File: src/rtl/pmm_pkg.sv
package pmm_pkg;
   // Control/status register bit positions
   localparam int CTL_EN_BIT   = 0;
   localparam int CTL_FLAG_BIT = 1;
   localparam int CTL_STAT_BIT = 2;
   localparam int CTL_MIN_W    = 3;
endpackage

File: src/rtl/pmm_sync.sv
module pmm_sync #(
   parameter int W      = 16,
   parameter int STAGES = 2
) (
   input  logic         clk,
   input  logic         rst_n,
   input  logic [W-1:0] d_i,
   output logic [W-1:0] q_o
);
   logic [W-1:0] stg_q [STAGES];

   always_ff @(posedge clk or negedge rst_n) begin
      if (!rst_n) stg_q[0] <= '0;
      else        stg_q[0] <= d_i;
   end

   for (genvar s = 1; s < STAGES; s++) begin : g_stage
      always_ff @(posedge clk or negedge rst_n) begin
         if (!rst_n) stg_q[s] <= '0;
         else        stg_q[s] <= stg_q[s-1];
      end
   end

   assign q_o = stg_q[STAGES-1];
endmodule

File: src/rtl/pmm_cmp.sv
module pmm_cmp #(
   parameter int PORT_W    = 8,
   parameter int NUM_PORTS = 2,
   localparam int TOT_W    = PORT_W * NUM_PORTS
) (
   input  logic [TOT_W-1:0]     pins_i,
   input  logic [TOT_W-1:0]     match_i,
   input  logic [TOT_W-1:0]     mask_i,
   output logic [NUM_PORTS-1:0] port_mis_o,
   output logic                 any_mis_o
);
   for (genvar p = 0; p < NUM_PORTS; p++) begin : g_port
      logic [PORT_W-1:0] diff;
      assign diff          = (pins_i[p*PORT_W +: PORT_W] ^ match_i[p*PORT_W +: PORT_W])
                             & mask_i[p*PORT_W +: PORT_W];
      assign port_mis_o[p] = |diff;
   end

   assign any_mis_o = |port_mis_o;
endmodule

File: src/rtl/pmm_regs.sv
module pmm_regs
   import pmm_pkg::*;
#(
   parameter int               PORT_W    = 8,
   parameter int               NUM_PORTS = 2,
   parameter int               ADDR_W    = 3,
   parameter logic [PORT_W-1:0] MATCH_RST = '1,
   parameter logic [PORT_W-1:0] MASK_RST  = '0,
   localparam int              TOT_W     = PORT_W * NUM_PORTS,
   localparam int              CTRL_ADDR = 2 * NUM_PORTS
) (
   input  logic              clk,
   input  logic              rst_n,
   input  logic              wr_en_i,
   input  logic [ADDR_W-1:0] addr_i,
   input  logic [PORT_W-1:0] wdata_i,
   input  logic              mis_i,
   output logic [TOT_W-1:0]  match_o,
   output logic [TOT_W-1:0]  mask_o,
   output logic              en_o,
   output logic              flag_o,
   output logic [PORT_W-1:0] rdata_o
);
   logic ctrl_wr;
   logic clr;
   logic en_q;
   logic flag_q;

   for (genvar p = 0; p < NUM_PORTS; p++) begin : g_port
      logic [PORT_W-1:0] match_q;
      logic [PORT_W-1:0] mask_q;

      always_ff @(posedge clk or negedge rst_n) begin
         if (!rst_n)                                    match_q <= MATCH_RST;
         else if (wr_en_i && addr_i == ADDR_W'(p))      match_q <= wdata_i;
      end

      always_ff @(posedge clk or negedge rst_n) begin
         if (!rst_n)                                          mask_q <= MASK_RST;
         else if (wr_en_i && addr_i == ADDR_W'(NUM_PORTS + p)) mask_q <= wdata_i;
      end

      assign match_o[p*PORT_W +: PORT_W] = match_q;
      assign mask_o[p*PORT_W +: PORT_W]  = mask_q;
   end

   assign ctrl_wr = wr_en_i && (addr_i == ADDR_W'(CTRL_ADDR));
   assign clr     = ctrl_wr && wdata_i[CTL_FLAG_BIT];

   always_ff @(posedge clk or negedge rst_n) begin
      if (!rst_n)       en_q <= 1'b0;
      else if (ctrl_wr) en_q <= wdata_i[CTL_EN_BIT];
   end

   // Clear wins over set; a persisting mismatch re-sets the flag one edge later
   always_ff @(posedge clk or negedge rst_n) begin
      if (!rst_n)              flag_q <= 1'b0;
      else if (clr)            flag_q <= 1'b0;
      else if (en_q && mis_i)  flag_q <= 1'b1;
   end

   always_comb begin
      rdata_o = '0;
      for (int p = 0; p < NUM_PORTS; p++) begin
         if (addr_i == ADDR_W'(p))             rdata_o = match_o[p*PORT_W +: PORT_W];
         if (addr_i == ADDR_W'(NUM_PORTS + p)) rdata_o = mask_o[p*PORT_W +: PORT_W];
      end
      if (addr_i == ADDR_W'(CTRL_ADDR)) begin
         rdata_o[CTL_EN_BIT]   = en_q;
         rdata_o[CTL_FLAG_BIT] = flag_q;
         rdata_o[CTL_STAT_BIT] = mis_i;
      end
   end

   assign en_o   = en_q;
   assign flag_o = flag_q;
endmodule

File: src/rtl/pmm_top.sv
module pmm_top
   import pmm_pkg::*;
#(
   parameter int               PORT_W      = 8,
   parameter int               NUM_PORTS   = 2,
   parameter int               ADDR_W      = 3,
   parameter int               SYNC_STAGES = 2,
   parameter logic [PORT_W-1:0] MATCH_RST   = '1,
   parameter logic [PORT_W-1:0] MASK_RST    = '0,
   localparam int              TOT_W       = PORT_W * NUM_PORTS
) (
   input  logic              clk,
   input  logic              rst_n,
   input  logic [TOT_W-1:0]  pins_i,
   input  logic              wr_en_i,
   input  logic [ADDR_W-1:0] addr_i,
   input  logic [PORT_W-1:0] wdata_i,
   output logic [PORT_W-1:0] rdata_o,
   output logic              irq_o,
   output logic              wake_o
);
   if (SYNC_STAGES < 2) begin : g_bad_sync
      $error("pmm_top: SYNC_STAGES must be at least 2");
   end
   if (PORT_W < CTL_MIN_W) begin : g_bad_width
      $error("pmm_top: PORT_W too small for the control register");
   end
   if (2 * NUM_PORTS + 1 > (1 << ADDR_W)) begin : g_bad_addr
      $error("pmm_top: ADDR_W cannot cover the register map");
   end

   logic [TOT_W-1:0]     pins_s;
   logic [TOT_W-1:0]     match;
   logic [TOT_W-1:0]     mask;
   logic [NUM_PORTS-1:0] port_mis;
   logic                 any_mis;
   logic                 en;
   logic                 flag;

   pmm_sync #(.W(TOT_W), .STAGES(SYNC_STAGES)) u_sync (
      .clk   (clk),
      .rst_n (rst_n),
      .d_i   (pins_i),
      .q_o   (pins_s)
   );

   pmm_cmp #(.PORT_W(PORT_W), .NUM_PORTS(NUM_PORTS)) u_cmp (
      .pins_i     (pins_s),
      .match_i    (match),
      .mask_i     (mask),
      .port_mis_o (port_mis),
      .any_mis_o  (any_mis)
   );

   pmm_regs #(
      .PORT_W    (PORT_W),
      .NUM_PORTS (NUM_PORTS),
      .ADDR_W    (ADDR_W),
      .MATCH_RST (MATCH_RST),
      .MASK_RST  (MASK_RST)
   ) u_regs (
      .clk     (clk),
      .rst_n   (rst_n),
      .wr_en_i (wr_en_i),
      .addr_i  (addr_i),
      .wdata_i (wdata_i),
      .mis_i   (any_mis),
      .match_o (match),
      .mask_o  (mask),
      .en_o    (en),
      .flag_o  (flag),
      .rdata_o (rdata_o)
   );

   assign irq_o  = flag;
   assign wake_o = en & any_mis;
endmodule

File: config.mk
export PLATFORM = sky130hd
export DESIGN_NAME = pmm_top
export DESIGN_NICKNAME = d
export VERILOG_FILES = /design/src/rtl/pmm_pkg.sv /design/src/rtl/pmm_sync.sv /design/src/rtl/pmm_cmp.sv /design/src/rtl/pmm_regs.sv /design/src/rtl/pmm_top.sv
export SDC_FILE = /design/constraint.sdc
export NUM_CORES = 1
export LEC_CHECK = 0
export ABC_AREA = 1
export BUFFER_PORTS_ARGS = -buffer_cell sky130_fd_sc_hd__buf_2
export CORE_ASPECT_RATIO = 1.2
export CORE_MARGIN = 5
export CORE_UTILIZATION = 50
export DETAILED_ROUTE_END_ITERATION = 10
export HOLD_SLACK_MARGIN = 0.03
export PLACE_DENSITY = 0.74
export RECOVER_POWER = 25
export SETUP_SLACK_MARGIN = 0.15
export SLEW_MARGIN = 5
export SYNTH_ARGS = -nofsm -noshare
export SYNTH_HDL_FRONTEND = slang
export SYNTH_SLANG_ARGS = --single-unit
File: constraint.sdc
create_clock -name clk -period 1.2 [get_ports clk]
set_input_delay 0.24 -clock clk [delete_from_list [all_inputs] [get_ports clk]]
set_output_delay 0.24 -clock clk [all_outputs]
set_load 0.01 [all_outputs]
# ---- Word level (Yosys, flattened, before mapping)
# Index checks and enable logic that the tools add are counted.
dict set report op_classes {
  n_shift 0
  muxes 7
  order_cmp 0
  n_bitwise 5
  multipliers 0
  eq_ne 4
  n_div 0
  add_sub_neg 0
  reduce_logical 10
}
# op n
set ops {}
lappend ops {{$mux W8} 4}
lappend ops {{$and A8 B8 Y8} 2}
lappend ops {{$reduce_or A16 Y1} 1}
lappend ops {{$xor A8 B8 Y8} 2}
lappend ops {{$logic_and A1 B1 Y1} 7}
lappend ops {{$eq A3 B2 Y1 const B} 2}
lappend ops {{$eq A3 B1 Y1 const B} 1}
lappend ops {{$eq A3 B3 Y1 const B} 1}
lappend ops {{$logic_not A3 Y1} 1}
lappend ops {{$mux W3} 1}
lappend ops {{$mux W1} 2}
lappend ops {{$reduce_bool A2 Y1} 1}
lappend ops {{$and A1 B1 Y1} 1}
dict set report totals {
  in_bits 30
  latchBits 0
  register_bits 66
  out_inout_bits 10
  mem_bits_ro 0
  ram_bits 0
  n_memories 0
}

# ---- Depth between registers and ports, before layout
# Gate-level depths: netlist of the first run.
dict set report depth {
  ltp_word 6
  mapped_depth 10
  ltp_nobuf 10
}

# ---- By module
# A second synthesis of the first run with hierarchy kept.
dict set report unflattened {
  cells_unflattened 324
  hier_area_um2 2935.3
}
# mod cells_per_inst n_inst seq_area_each_um2 area_per_inst_um2
set modules_own_cells {}
lappend modules_own_cells {pmm_regs 187 1 870.8 1672.9}
lappend modules_own_cells {pmm_sync 48 1 800.8 920.9}
lappend modules_own_cells {pmm_cmp 87 1 0.0 334.1}
lappend modules_own_cells {pmm_top 2 1 0.0 7.5}

# ---- Least setup slack after synthesis of the first run
# No wires, ideal clock.
dict set report synth_path {
  path_type {reg-to-output}
  start {register u_regs.g_port[0].match_q[6]}
  end {output rdata_o[2]}
  arrival_ps 1069
  t_required_ps 960
  setup_slack_ps -109
  stages_incl_launch_ff 10
  n_path_buf 0
  cell_sequence {dfstp_2 > nand2_1 > nand2_1 > nor2_1 > nor2_1 > nand2_1 > nor2_1 > nand2_1 > nand2_1 > nand2_1}
}
dict set report synth_via {
  elab_chain_cells 4
}
# item line_no
set synth_lines {}
lappend synth_lines {{start: declaration} pmm_regs.sv:30} ;# logic [PORT_W-1:0] match_q;
lappend synth_lines {{start signal: assignment} pmm_regs.sv:35} ;# else if (wr_en_i && addr_i == ADDR_W'(p)) match_q <= wdata_i;
lappend synth_lines {{$xor A8 B8 Y8} pmm_cmp.sv:14} ;# assign diff = (pins_i[p*PORT_W +: PORT_W] ^ match_i[p*PORT_W +: PORT_W])
lappend synth_lines {{$and A8 B8 Y8} pmm_cmp.sv:15} ;# & mask_i[p*PORT_W +: PORT_W];
lappend synth_lines {{$reduce_or A16 Y1} pmm_cmp.sv:19} ;# assign any_mis_o = |port_mis_o;
lappend synth_lines {{$mux W3} pmm_regs.sv:68} ;# if (addr_i == ADDR_W'(CTRL_ADDR)) begin
lappend synth_lines {{end: declaration} pmm_top.sv:18} ;# output logic [PORT_W-1:0] rdata_o,
# Every way passes these cells.

# ---- Worst setup path in the final report of the first run
dict set report layout_path {
  start {register u_regs.g_port[0].match_q[0]}
  end {output rdata_o[2]}
}
# Same word-level chain as after synthesis.

==> results of run 1 <==
registers in the layout, indices dropped and copies added, names as in the netlist:
| signal | count |
|---|---|
| u_regs.g_port.mask_q | 16 |
| u_regs.g_port.match_q | 16 |
| u_sync.q_o | 16 |
| u_sync.stg_q | 16 |
| u_regs.en_o | 1 |
| u_regs.flag_o | 1 |
cell usage after synthesis:
master / n
inv_1: 22
o21ai_2: 16
nor3_1: 1
nor2_2: 1
dfstp_2: 16
o2111ai_1: 2
a22oi_1: 3
inv_2: 3
nand2_2: 3
a21oi_1: 2
inv_4: 2
nand3_1: 11
nand2_4: 3
dfrtp_1: 50
o21ai_0: 2
buf_6: 4
a221oi_1: 2
nor2_1: 34
nand2_1: 96
o21ai_1: 16
power by group:
part | internal, mW | switching (mW)
combinational | 0.791 | 0.679
clock | 1.38 | 0.819
sequential | 2.57 | 0.176
total | 4.74 | 1.67
critical path: cells and delay by family (launching register included):
family        cells  cell delay (ns)
buf+inv           2             0.20
flops             1             0.55
simple gates      8             0.60
logic make-up (layout without fill, tap and decap cells):
group / count (synthesis) / after routing / synth area share (%)
compound gates: 43 / 43 / 10.9
buf+inv: 31 / 152 / 5.55
flops: 66 / 66 / 61.3
simple gates: 149 / 149 / 22.2
layout make-up:
type | instances | area, sq um | share of cell area (%)
Clock inverter | 5 | 103 | 2.59
Sequential cell | 66 | 1670 | 42.2
Multi-Input combinational cell | 192 | 993 | 25.1
Timing Repair Buffer | 109 | 871 | 22.0
Inverter | 27 | 116 | 2.94
Tap cell | 62 | 77.6 | 1.96
Clock buffer | 11 | 131 | 3.31
stage by stage:
step / hold WS (ns) / total power [mW] / util [%] / setup TNS [ns] / worst slack, ns
6_report: 0.200 / 6.41 / 74.8 / -4.62 / -0.726
5_1_grt: 0.204 / 6.75 / 74.8 / -5.55 / -0.887
4_1_cts: 0.187 / 6.41 / 73.7 / -4.79 / -0.736
3_5_place_dp: 0.277 / 3.98 / 63.3 / -3.56 / -0.369
3_3_place_gp: 0.276 / 3.93 / 63.3 / -2.75 / -0.337
2_1_floorplan: -0.0556 / 3.34 / - / -0.201 / -0.102
layout by cell type (no fill, tap or decap):
| cell type | instances |
|---|---|
| inv_1 | 18 |
| dfrtp_1 | 50 |
| nand2_2 | 8 |
| dlygate4sd3_1 | 17 |
| inv_4 | 3 |
| nand3_1 | 8 |
| buf_6 | 19 |
| dfstp_2 | 16 |
| nand3_2 | 3 |
| a22oi_2 | 3 |
| o21ai_2 | 16 |
| a21oi_2 | 2 |
| a221oi_2 | 1 |
| nor3_1 | 1 |
| nor2_4 | 2 |
| clkinv_2 | 1 |
| buf_4 | 37 |
| buf_12 | 2 |
| bufinv_16 | 3 |
| inv_2 | 5 |
| o21ai_0 | 2 |
| clkinvlp_4 | 1 |
| buf_2 | 33 |
| o2111ai_2 | 2 |
| nor2_1 | 33 |
| clkbuf_1 | 3 |
| nand2_4 | 4 |
| nand2_1 | 90 |
| o21ai_1 | 16 |
| clkbuf_8 | 9 |
| inv_8 | 1 |
| a221oi_1 | 1 |
per-layer routing:
layer  GRT usage [%]  part of all wire, %
met5               0                    0
met4            7.88                  2.7
met3            6.79                  5.1
met2            32.5                   52
met1            23.6                   40
path summary, 6_finish.rpt:
path,from,to,slack (ns)
worst max register to register,u_regs.g_port[0].match_q[4],u_regs.flag_o,-0.64
min in group asynchronous,rst_n,u_sync.stg_q[29],0.51
worst min-delay path,wdata_i[6],u_regs.g_port[1].match_q[6],0.20
max in group asynchronous,rst_n,u_regs.g_port[1].mask_q[7],0.28
worst max-delay path,u_regs.g_port[0].match_q[0],rdata_o[2],-0.73
worst min register to register,u_sync.stg_q[26],u_sync.q_o[10],0.34
timing repair:
| action | CTS | global route |
|---|---|---|
| hold buffers | 17 | 0 |
| gates resized for setup | 26 | 10 |
| hold endpoints to repair | 66 | 0 |
| pin swaps | 15 | 10 |
| setup endpoints to repair | 11 | 19 |
| buffers inserted | 6 | 2 |
==> report_table.html, run 1 <==
<table>
<tr><th>Metric</th><th>Value</th></tr>
<tr><th colspan="2">STA</th></tr>
<tr><td>Final Worst Setup Slack</td><td>-0.726 ns</td></tr>
<tr><td>Minimum clock period</td><td>1.93 ns</td></tr>
<tr><td>Final-report hold violation count</td><td>0</td></tr>
<tr><td>Setup-violating endpoint count in the final report</td><td>10</td></tr>
<tr><td>Slew @ Worst Pin</td><td>0.575 ns</td></tr>
<tr><td>Unrepaired setup endpoints after global routing</td><td>true</td></tr>
<tr><td>Crit share post-route</td><td>161%</td></tr>
<tr><td>Max Transition Viols Final</td><td>0</td></tr>
<tr><td>Remaining max-slew budget at the tightest pin</td><td>61.7%</td></tr>
<tr><td>Post-route clock skew</td><td>0.00669 ns</td></tr>
<tr><td>Achievable frequency</td><td>519 MHz</td></tr>
<tr><th colspan="2">Worst setup path</th></tr>
<tr><td>Cell-by-cell trace of the critical path</td><td>nand2_1 -&gt; nand3_1 -&gt; nand2_1 -&gt; inv_1 -&gt; nand2_1 -&gt; nor2_1 -&gt; nand2_1 -&gt; nand2_1 -&gt; nand2_2 -&gt; buf_6</td></tr>
<tr><td>CP most frequent cell</td><td>nand2_1</td></tr>
<tr><td>CP peak stage delay</td><td>0.55 ns</td></tr>
<tr><td>Critical path class</td><td>reg2out</td></tr>
<tr><td>Critical path endpoint category</td><td>primary output</td></tr>
<tr><td>Data required time of the critical path</td><td>0.96 ns</td></tr>
<tr><td>Critical path arrival</td><td>1.69 ns</td></tr>
<tr><td>Largest fanout of any net on the critical path</td><td>3</td></tr>
<tr><td>Critical Path Start Type</td><td>flip-flop</td></tr>
<tr><td>Cell with the biggest individual delay on the critical path</td><td>dfstp_2</td></tr>
<tr><td>Number of cell instances on the worst register-to-register path</td><td>13</td></tr>
<tr><th colspan="2">Synthesis</th></tr>
<tr><td>Yosys top cell area share</td><td>45.9%</td></tr>
<tr><td>Count of mapped cells out of synthesis</td><td>289</td></tr>
<tr><td>Number of distinct library cells after synthesis</td><td>20</td></tr>
<tr><td>Seq/Total Area, Yosys</td><td>61.3%</td></tr>
<tr><td>Yosys reg bits</td><td>66</td></tr>
<tr><td>Largest area contributor in the netlist</td><td>dfrtp_1</td></tr>
<tr><td>Post-synthesis instance area</td><td>2730 sq um</td></tr>
<tr><td>Total of warnings raised by yosys</td><td>0</td></tr>
<tr><td>Mapped Avg Cell Area</td><td>9.44 sq um</td></tr>
<tr><td>Synthesized Nets</td><td>319</td></tr>
<tr><td>Biggest area contributors in the synthesized netlist</td><td>dfrtp_1 (46%), dfstp_2 (15%), nand2_1 (13%)</td></tr>
<tr><th colspan="2">Global routing</th></tr>
<tr><td>Pin count of the biggest net entering global routing</td><td>67</td></tr>
<tr><td>Gr usage total</td><td>19.7%</td></tr>
<tr><td>Overflow left after global routing</td><td>0</td></tr>
<tr><td>Number of global-route vias before repair</td><td>2283</td></tr>
<tr><td>Wire length of the first global-routing pass</td><td>10800 um</td></tr>
<tr><td>Number of antenna violations at the first check in global routing</td><td>0</td></tr>
<tr><th colspan="2">Place</th></tr>
<tr><td>Routability-driven placement congestion ratio</td><td>0.837</td></tr>
<tr><td>Count of port buffers added during placement</td><td>39</td></tr>
<tr><td>Total instance count after detailed placement</td><td>431</td></tr>
<tr><td>Cell area after placement</td><td>3350 sq um</td></tr>
<tr><td>HPWL reported at the end of detailed placement</td><td>4270 um</td></tr>
<tr><th colspan="2">Min path</th></tr>
<tr><td>Worst min-delay path category</td><td>in2reg</td></tr>
<tr><td>Worst hold path stage count</td><td>3</td></tr>
<tr><th colspan="2">Finish</th></tr>
<tr><td>Layout cell share with drive strength beyond 1</td><td>41.7%</td></tr>
<tr><td>Number of inserted filler cells in the final layout</td><td>358</td></tr>
<tr><td>Fin area</td><td>3960 sq um</td></tr>
<tr><td>Final instance count without filler cells</td><td>472</td></tr>
<tr><td>Antenna diode instance count</td><td>0</td></tr>
<tr><td>Post-synthesis to final-layout area growth</td><td>45.3%</td></tr>
<tr><td>Final net count</td><td>435</td></tr>
<tr><th colspan="2">Run</th></tr>
<tr><td>Number of maximum-capacitance violations</td><td>0</td></tr>
<tr><th colspan="2">Routing</th></tr>
<tr><td>Total wire length</td><td>6340 um</td></tr>
<tr><td>Total number of vias</td><td>2301</td></tr>
<tr><td>Detail Route Antenna Nets</td><td>0</td></tr>
<tr><td>Vias per inst</td><td>4.88</td></tr>
<tr><td>DRC errors left</td><td>0</td></tr>
<tr><td>Number of iterations in the first detailed-routing pass</td><td>4</td></tr>
<tr><td>Iteration-0 DRC Markers</td><td>140</td></tr>
<tr><td>Post-DR wirelength/cell</td><td>13.4 um</td></tr>
<tr><th colspan="2">Clock tree</th></tr>
<tr><td>Clock transition at the register clock pins on the worst setup and hold paths after CTS</td><td>0.07 ns</td></tr>
<tr><td>Clock latency on the worst-skew pair</td><td>0.34 ns</td></tr>
<tr><td>Number of H-tree branching levels</td><td>3</td></tr>
<tr><td>Clock tree buffer depth</td><td>2</td></tr>
<tr><td>Root cell of the clock tree</td><td>clkbuf_8</td></tr>
<tr><td>Number of buffers added by the clock tree synthesis step</td><td>9</td></tr>
<tr><td>Clock tree sinks</td><td>66</td></tr>
<tr><td>TritonCTS clock tree</td><td>built</td></tr>
<tr><th colspan="2">Outcome</th></tr>
<tr><td>Violations in the final reports</td><td>setup timing</td></tr>
<tr><td>Run status</td><td>complete, but fails checks</td></tr>
<tr><th colspan="2">Floorplan</th></tr>
<tr><td>Horizontal extent of the die</td><td>77.4 um</td></tr>
<tr><td>Vert. Die Dim</td><td>90.9 um</td></tr>
<tr><td>Initial cell density of the core</td><td>51.5%</td></tr>
<tr><td># IOs</td><td>40</td></tr>
<tr><td>Row Count</td><td>29</td></tr>
<tr><td>Placeable core area</td><td>5300 sq um</td></tr>
<tr><td>Die ar.</td><td>7040 sq um</td></tr>
<tr><th colspan="2">Power and ir drop</th></tr>
<tr><td>Total power divided by cell area</td><td>1620 nW/um^2</td></tr>
<tr><td>Lkg Pwr</td><td>2.01 nW</td></tr>
<tr><td>IR drop worst, VDD</td><td>1.10 mV</td></tr>
</table>
No activity file was read; power rests on OpenSTA's default activity.
==> inputs of run 2 (changes only) <==
==> constraint.sdc (replaced) <==
create_clock -name clk -period 1.7 [get_ports clk]
set_input_delay 0.34 -clock clk [delete_from_list [all_inputs] [get_ports clk]]
set_output_delay 0.34 -clock clk [all_outputs]
set_load 0.01 [all_outputs]
==> report_table.html, run 2 (same netlist as run 1, synthesis figures left out) <==
<table>
<tr><th>Metric</th><th>Value</th></tr>
<tr><th colspan="2">STA</th></tr>
<tr><td>Unrepaired setup endpoints after global routing</td><td>true</td></tr>
<tr><td>Max Transition Viols Final</td><td>0 (unchanged)</td></tr>
<tr><td>Post-route clock skew</td><td>0.00484 ns (-0.00185 ns)</td></tr>
<tr><td>Remaining max-slew budget at the tightest pin</td><td>65.1% (+3.5 points)</td></tr>
<tr><td>Setup-violating endpoint count in the final report</td><td>7 (-3)</td></tr>
<tr><td>Minimum clock period</td><td>2.02 ns</td></tr>
<tr><td>Slew @ Worst Pin</td><td>0.523 ns (-0.0519 ns)</td></tr>
<tr><td>Final Worst Setup Slack</td><td>-0.317 ns (+0.409 ns)</td></tr>
<tr><td>Crit share post-route</td><td>119%</td></tr>
<tr><td>Achievable frequency</td><td>496 MHz</td></tr>
<tr><td>Final-report hold violation count</td><td>0 (unchanged)</td></tr>
<tr><th colspan="2">Clock tree</th></tr>
<tr><td>Number of buffers added by the clock tree synthesis step</td><td>9 (unchanged)</td></tr>
<tr><td>Clock tree sinks</td><td>66 (unchanged)</td></tr>
<tr><td>Clock transition at the register clock pins on the worst setup and hold paths after CTS</td><td>0.07 ns (about the same)</td></tr>
<tr><td>Number of H-tree branching levels</td><td>3 (unchanged)</td></tr>
<tr><td>TritonCTS clock tree</td><td>built</td></tr>
<tr><td>Clock latency on the worst-skew pair</td><td>0.33 ns (about the same)</td></tr>
<tr><td>Clock tree buffer depth</td><td>2 (unchanged)</td></tr>
<tr><td>Root cell of the clock tree</td><td>clkbuf_8</td></tr>
<tr><th colspan="2">Routing</th></tr>
<tr><td>Total wire length</td><td>5600 um (-12%)</td></tr>
<tr><td>Number of iterations in the first detailed-routing pass</td><td>6 (+2)</td></tr>
<tr><td>Post-DR wirelength/cell</td><td>13.5 um (+0.28%)</td></tr>
<tr><td>Vias per inst</td><td>4.98 (+2.1%)</td></tr>
<tr><td>Total number of vias</td><td>2071 (-10%)</td></tr>
<tr><td>Detail Route Antenna Nets</td><td>0 (unchanged)</td></tr>
<tr><td>Iteration-0 DRC Markers</td><td>192 (+37%)</td></tr>
<tr><td>DRC errors left</td><td>0 (unchanged)</td></tr>
<tr><th colspan="2">Finish</th></tr>
<tr><td>Number of inserted filler cells in the final layout</td><td>432 (+21%)</td></tr>
<tr><td>Layout cell share with drive strength beyond 1</td><td>35.3% (-6.4 points)</td></tr>
<tr><td>FF/Latch Area</td><td>1670 sq um (unchanged)</td></tr>
<tr><td>Commonest cells after routing, fill and taps aside</td><td>nand2_1 (94), dfrtp_1 (50), buf_2 (37), nor2_1 (33), inv_1 (20)</td></tr>
<tr><td>Leading cell type in the layout, fill and taps excluded</td><td>nand2_1</td></tr>
<tr><td>Final net count</td><td>379 (-13%)</td></tr>
<tr><td>Antenna diode instance count</td><td>0 (unchanged)</td></tr>
<tr><td>Post-Route Utilization</td><td>63.7% (-11 points)</td></tr>
<tr><td>Area used by multi-input combinational logic</td><td>971 sq um (-2.3%)</td></tr>
<tr><td>Post-synthesis to final-layout area growth</td><td>23.8%</td></tr>
<tr><th colspan="2">Worst setup path</th></tr>
<tr><td>Critical path arrival</td><td>1.68 ns (about the same)</td></tr>
<tr><td>Critical Path Start Type</td><td>flip-flop</td></tr>
<tr><td>Largest fanout of any net on the critical path</td><td>3 (unchanged)</td></tr>
<tr><td>Data required time of the critical path</td><td>1.36 ns (+0.40 ns)</td></tr>
<tr><td>Critical path endpoint category</td><td>primary output</td></tr>
<tr><td>Worst Setup SP</td><td>u_regs.g_port[1].match_q[1]</td></tr>
<tr><td>R2R Path Start</td><td>u_regs.g_port[1].match_q[1]</td></tr>
<tr><td>Critical path class</td><td>reg2out</td></tr>
<tr><th colspan="2">Global routing</th></tr>
<tr><td>Number of antenna violations at the first check in global routing</td><td>0 (unchanged)</td></tr>
<tr><td>Overflow left after global routing</td><td>0 (unchanged)</td></tr>
<tr><td>Met1 GRT Util</td><td>22.2% (-1.4 points)</td></tr>
<tr><td>Number of global-route vias before repair</td><td>2157 (-5.5%)</td></tr>
<tr><td>Met2 usage</td><td>29.0% (-3.5 points)</td></tr>
<tr><td>Gr usage total</td><td>17.7% (-2.1 points)</td></tr>
<tr><td>Met3 usage</td><td>4.09% (-2.7 points)</td></tr>
<tr><td>Wire length of the first global-routing pass</td><td>9810 um (-9.1%)</td></tr>
<tr><td>Top Usage Layer GRT</td><td>met2</td></tr>
<tr><td>Pin count of the biggest net entering global routing</td><td>26 (-61%)</td></tr>
<tr><th colspan="2">Power and ir drop</th></tr>
<tr><td>Reported net switching power</td><td>1.06 mW (-37%)</td></tr>
<tr><td>Proportion of power drawn by flip-flops and latches</td><td>50.6% (+7.8 points)</td></tr>
<tr><td>Internal power</td><td>2.82 mW (-41%)</td></tr>
<tr><td>Lkg Pwr</td><td>1.69 nW (-16%)</td></tr>
<tr><td>Sw Share</td><td>27.4% (+1.3 points)</td></tr>
<tr><td>Power share of the combinational group</td><td>17.8% (-5.1 points)</td></tr>
<tr><td>Total power divided by cell area</td><td>1150 nW/um^2 (-29%)</td></tr>
<tr><td>IR drop worst, VDD</td><td>0.731 mV (-34%)</td></tr>
<tr><td>Proportion of power drawn by the clock network</td><td>31.6% (-2.7 points)</td></tr>
<tr><th colspan="2">Floorplan</th></tr>
<tr><td>Placeable core area</td><td>5300 sq um (unchanged)</td></tr>
<tr><td>Horizontal extent of the die</td><td>77.4 um (unchanged)</td></tr>
<tr><td>Die ar.</td><td>7040 sq um (unchanged)</td></tr>
<tr><td>Initial cell density of the core</td><td>51.5% (unchanged)</td></tr>
<tr><td>Row Count</td><td>29 (unchanged)</td></tr>
<tr><td># IOs</td><td>40 (unchanged)</td></tr>
<tr><td>Vert. Die Dim</td><td>90.9 um (unchanged)</td></tr>
<tr><th colspan="2">Place</th></tr>
<tr><td>HPWL reported at the end of detailed placement</td><td>3930 um (-7.9%)</td></tr>
<tr><td>Post-Place Setup Slack</td><td>-0.0140 ns (+0.355 ns)</td></tr>
<tr><td>Count of port buffers added during placement</td><td>39 (unchanged)</td></tr>
<tr><td>Routability-driven placement congestion ratio</td><td>0.800 (-4.4%)</td></tr>
<tr><th colspan="2">Min path</th></tr>
<tr><td>Worst Min Path Start</td><td>pins_i[1]</td></tr>
<tr><td>Worst min-delay path category</td><td>in2reg</td></tr>
<tr><th colspan="2">Outcome</th></tr>
<tr><td>Run status</td><td>complete, but fails checks</td></tr>
<tr><td>Violations in the final reports</td><td>setup timing</td></tr>
<tr><th colspan="2">Run</th></tr>
<tr><td>Number of maximum-capacitance violations</td><td>0 (unchanged)</td></tr>
</table>
[run 2: path summary, 6_finish.rpt]
check                                         endpoint  slack [ns]  depth (start not counted)
min in group asynchronous             u_sync.stg_q[29]        0.52                          2
max in group asynchronous  u_regs.g_port[1].match_q[7]        0.60                          3
min                                   u_sync.stg_q[17]        0.11                          1
min reg2reg                             u_sync.q_o[11]        0.34                          0
max                                         rdata_o[2]       -0.32                         10
max reg2reg                              u_regs.flag_o        0.34                          9
[run 2: cell type report]
class | instances | share of cell area, %
multi-input combinational | 192 | 28.8
clock inverter | 2 | 0.297
timing repair buffer | 53 | 10.5
tap | 62 | 2.30
sequential | 66 | 49.5
inverter | 27 | 3.19
clock buffer | 14 | 5.41
[run 2: what timing repair did]
item | in CTS | in global routing
endpoints found under the setup margin | 9 | 9
gates resized for setup | 13 | 11
hold buffers | 1 | 0
pin swaps | 14 | 8
setup buffers | 9 | 2
endpoints found under the hold margin | 12 | 0
[run 2: stage by stage]
step | cell area [sq um] | hold slack, ns | setup TNS (ns) | cells | total power, mW
4_1_cts | 3320 | 0.100 | -0.568 | 414 | 3.86
5_1_grt | 3380 | 0.0943 | -1.91 | 416 | 4.12
2_1_floorplan | 2730 | 0.0444 | 0 | 289 | 2.34
6_report | 3380 | 0.108 | -1.05 | 416 | 3.88
3_5_place_dp | 3000 | 0.335 | -0.0140 | 388 | 2.56
3_3_place_gp | 3000 | 0.332 | 0 | 388 | 2.53
[run 2: routing by layer]
metal  share of wire [%]  up-vias
met4                 2.7        0
met3                 5.3       17
met5                   0        -
li1                    -     1037
met2                  50       59
met1                  42      958
[run 2: worst max-delay path: stages, from the launching register on]
cell and delay, ns:
dfstp_2 0.54, nand2_1 0.05, nand2_1 0.05, nor2_1 0.05, nor2_1 0.13, nand2_1 0.08, nor2_1 0.10, nand2_1 0.09
nand2_1 0.07, nand2_1 0.05, buf_2 0.14
[run 2: power by group through the flow]
stage	registers, mW	clock network, mW	logic (mW)
2_1_floorplan	1.95	0	0.390
3_3_place_gp	1.98	0	0.554
3_5_place_dp	1.99	0	0.570
4_1_cts	1.96	1.25	0.657
5_1_grt	1.99	1.33	0.795
6_report	1.96	1.22	0.692
==> inputs of run 3 (changes only) <==
--- a/config.mk
+++ b/config.mk
@@ -9,12 +9,13 @@
 export BUFFER_PORTS_ARGS = -buffer_cell sky130_fd_sc_hd__buf_2
 export CORE_ASPECT_RATIO = 1.2
 export CORE_MARGIN = 5
-export CORE_UTILIZATION = 50
+export CORE_UTILIZATION = 40
 export DETAILED_ROUTE_END_ITERATION = 10
 export HOLD_SLACK_MARGIN = 0.03
-export PLACE_DENSITY = 0.74
+export PLACE_DENSITY = 0.62
 export RECOVER_POWER = 25
 export SETUP_SLACK_MARGIN = 0.15
+export SKIP_CTS_REPAIR_TIMING = 1
 export SLEW_MARGIN = 5
 export SYNTH_ARGS = -nofsm -noshare
 export SYNTH_HDL_FRONTEND = slang
==> report_table.html, run 3 (same netlist as run 1, synthesis figures left out) <==
<table>
<tr><th>Metric</th><th>Value</th></tr>
<tr><th colspan="2">Global routing</th></tr>
<tr><td>Wire length of the first global-routing pass</td><td>9550 um (-2.7%)</td></tr>
<tr><td>Number of global-route vias before repair</td><td>2018 (-6.4%)</td></tr>
<tr><td>Number of antenna violations at the first check in global routing</td><td>0 (unchanged)</td></tr>
<tr><td>Gr usage total</td><td>14.7% (-3.0 points)</td></tr>
<tr><td>Pin count of the biggest net entering global routing</td><td>67 (+160%)</td></tr>
<tr><td>Overflow left after global routing</td><td>0 (unchanged)</td></tr>
<tr><th colspan="2">STA</th></tr>
<tr><td>Final-report hold violation count</td><td>0 (unchanged)</td></tr>
<tr><td>Unrepaired setup endpoints after global routing</td><td>true</td></tr>
<tr><td>Post-route clock skew</td><td>0.0111 ns (+0.00623 ns)</td></tr>
<tr><td>Minimum clock period</td><td>2.06 ns (+0.0388 ns)</td></tr>
<tr><td>Worst slack on hold paths</td><td>0.102 ns (-0.00615 ns)</td></tr>
<tr><td>Achievable frequency</td><td>486 MHz (-1.9%)</td></tr>
<tr><td>Max Transition Viols Final</td><td>0 (unchanged)</td></tr>
<tr><td>Sum of negative setup slack</td><td>-0.702 ns (+0.348 ns)</td></tr>
<tr><td>Final Worst Setup Slack</td><td>-0.356 ns (-0.0388 ns)</td></tr>
<tr><td>Setup-violating endpoint count in the final report</td><td>2 (-5)</td></tr>
<tr><td>Crit share post-route</td><td>121% (+2.3 points)</td></tr>
<tr><td>Slew @ Worst Pin</td><td>0.870 ns (+0.347 ns)</td></tr>
<tr><td>Remaining max-slew budget at the tightest pin</td><td>42.0% (-23 points)</td></tr>
<tr><th colspan="2">Routing</th></tr>
<tr><td>Metal-1 WL</td><td>2500 um (+5.0%)</td></tr>
<tr><td>Met3 layer wire length in the routed design</td><td>277 um (-5.8%)</td></tr>
<tr><td>Total number of vias</td><td>2020 (-2.5%)</td></tr>
<tr><td>Iteration-0 DRC Markers</td><td>110 (-43%)</td></tr>
<tr><td>Vias per inst</td><td>4.67 (-6.3%)</td></tr>
<tr><td>Post-DR wirelength/cell</td><td>13.1 um (-2.7%)</td></tr>
<tr><td>Detail Route Antenna Nets</td><td>0 (unchanged)</td></tr>
<tr><td>DRC errors left</td><td>0 (unchanged)</td></tr>
<tr><td>Highest metal layer used by the detailed router</td><td>met4</td></tr>
<tr><td>Total wire length</td><td>5670 um (+1.2%)</td></tr>
<tr><td>Total met2 wirelength after detailed routing</td><td>2770 um (unchanged)</td></tr>
<tr><td>Number of iterations in the first detailed-routing pass</td><td>4 (-2)</td></tr>
<tr><th colspan="2">Outcome</th></tr>
<tr><td>Run status</td><td>complete, but fails checks</td></tr>
<tr><td>Violations in the final reports</td><td>setup timing</td></tr>
<tr><th colspan="2">Min path</th></tr>
<tr><td>Worst min-delay path category</td><td>in2reg</td></tr>
<tr><th colspan="2">Clock tree</th></tr>
<tr><td>Clock tree sinks</td><td>66 (unchanged)</td></tr>
<tr><td>Root cell of the clock tree</td><td>clkbuf_8</td></tr>
<tr><td>Number of buffers added by the clock tree synthesis step</td><td>9 (unchanged)</td></tr>
<tr><td>Number of H-tree branching levels</td><td>3 (unchanged)</td></tr>
<tr><td>Clock tree buffer depth</td><td>2 (unchanged)</td></tr>
<tr><td>Clock transition at the register clock pins on the worst setup and hold paths after CTS</td><td>0.07 ns (about the same)</td></tr>
<tr><td>TritonCTS clock tree</td><td>built</td></tr>
<tr><td>Clock latency on the worst-skew pair</td><td>0.34 ns (about the same)</td></tr>
<tr><th colspan="2">Finish</th></tr>
<tr><td>Leading cell type in the layout, fill and taps excluded</td><td>nand2_1</td></tr>
<tr><td>Post-Route Utilization</td><td>49.2% (-15 points)</td></tr>
<tr><td>Commonest cells after routing, fill and taps aside</td><td>nand2_1 (93), dfrtp_1 (50), buf_2 (38), nor2_1 (33), inv_1 (18)</td></tr>
<tr><td>Antenna diode instance count</td><td>0 (unchanged)</td></tr>
<tr><td>Final net count</td><td>372 (-1.8%)</td></tr>
<tr><td>Fin area</td><td>3310 sq um (-1.9%)</td></tr>
<tr><td>Layout cell share with drive strength beyond 1</td><td>34.7% (-0.63 points)</td></tr>
<tr><td>Post-synthesis to final-layout area growth</td><td>21.4%</td></tr>
<tr><th colspan="2">Floorplan</th></tr>
<tr><td>Row Count</td><td>33 (+14%)</td></tr>
<tr><td>Initial cell density of the core</td><td>40.5% (-11 points)</td></tr>
<tr><td>Horizontal extent of the die</td><td>85.4 um (+10%)</td></tr>
<tr><td># IOs</td><td>40 (unchanged)</td></tr>
<tr><td>Die ar.</td><td>8580 sq um (+22%)</td></tr>
<tr><td>Vert. Die Dim</td><td>100 um (+11%)</td></tr>
<tr><td>Placeable core area</td><td>6730 sq um (+27%)</td></tr>
<tr><th colspan="2">Worst setup path</th></tr>
<tr><td>Data required time of the critical path</td><td>1.36 ns (about the same)</td></tr>
<tr><td>Number of buffers and inverters on the critical path</td><td>1 (unchanged)</td></tr>
<tr><td>Critical Path Start Type</td><td>flip-flop</td></tr>
<tr><td>Largest fanout of any net on the critical path</td><td>4 (+1)</td></tr>
<tr><td>Critical path class</td><td>reg2out</td></tr>
<tr><td>CP most frequent cell</td><td>nand2_1</td></tr>
<tr><td>CP peak stage delay</td><td>0.55 ns (about the same)</td></tr>
<tr><td>Cell-by-cell trace of the critical path</td><td>nand2_1 -&gt; nand2_1 -&gt; nor2_1 -&gt; nor2_1 -&gt; nand2_1 -&gt; nor2_1 -&gt; nand2_1 -&gt; nand2_1 -&gt; nand2_1 -&gt; buf_2</td></tr>
<tr><td>Cell with the biggest individual delay on the critical path</td><td>dfstp_2</td></tr>
<tr><td>Critical path endpoint category</td><td>primary output</td></tr>
<tr><td>Family with the most delay on the worst path</td><td>simple AND/OR/NAND/NOR gates</td></tr>
<tr><td>Critical path arrival</td><td>1.72 ns (+0.04 ns)</td></tr>
<tr><th colspan="2">Power and ir drop</th></tr>
<tr><td>IR drop worst, VDD</td><td>0.604 mV (-17%)</td></tr>
<tr><td>Total power divided by cell area</td><td>1170 nW/um^2 (+2.1%)</td></tr>
<tr><td>Lkg Pwr</td><td>1.65 nW (-2.7%)</td></tr>
<tr><th colspan="2">Place</th></tr>
<tr><td>Cell area after placement</td><td>3010 sq um (+0.63%)</td></tr>
<tr><td>Count of port buffers added during placement</td><td>39 (unchanged)</td></tr>
<tr><td>HPWL reported at the end of detailed placement</td><td>3930 um (about the same)</td></tr>
<tr><td>Routability-driven placement congestion ratio</td><td>0.780 (-2.5%)</td></tr>
<tr><td>Post-Place Setup Slack</td><td>-0.0216 ns (-0.00763 ns)</td></tr>
<tr><th colspan="2">Run</th></tr>
<tr><td>Number of maximum-capacitance violations</td><td>0 (unchanged)</td></tr>
</table>
-- run 3: routing by layer --
metal  track usage [%]  vias up
li1                  -     1020
met1              18.4      950
met2              22.9       40
met3              4.09       10
met4              8.28        0
met5                 0        -
-- run 3: final timing paths --
path | from | to | slack, ns | depth (start not counted)
setup / recovery | u_regs.g_port[1].match_q[5] | rdata_o[2] | -0.36 | 10
hold / removal | pins_i[3] | u_sync.stg_q[19] | 0.10 | 1
setup reg to reg | u_regs.g_port[1].match_q[5] | u_regs.flag_o | 0.34 | 9
hold reg to reg | u_sync.stg_q[29] | u_sync.q_o[13] | 0.35 | 0
max in group asynchronous | rst_n | u_sync.stg_q[16] | 0.38 | 3
min in group asynchronous | rst_n | u_regs.g_port[1].mask_q[0] | 0.76 | 3
-- run 3: layout make-up --
type	instances	area [sq um]
fillers	633	3420
flip-flops and latches	66	1670
multi-input cells	192	962
repair buffers	46	264
clock buffers	12	155
inverters	27	109
well taps	87	109
clock inverters	3	40.0
-- run 3: report_power, final --
group          internal [mW]  switching, mW
sequential              1.82          0.157
clock                  0.745          0.564
combinational          0.261          0.342
-- run 3: per-stage QoR --
step / std cells / power (mW)
after detailed placement: 413 / 2.56
after global routing: 433 / 4.11
final: 433 / 3.88
after floorplan: 289 / 2.34
after CTS: 428 / 3.87
after global placement: 413 / 2.54
-- run 3: worst register-to-register path, stage by stage, from the launching register on --
cell	delay [ns]
dfstp_2	0.55
nand2_1	0.05
nand2_1	0.05
nor2_1	0.04
nor2_1	0.13
nand2_1	0.10
nor2_1	0.09
nand2_1	0.11
nand2_2	0.09
a21oi_1	0.06
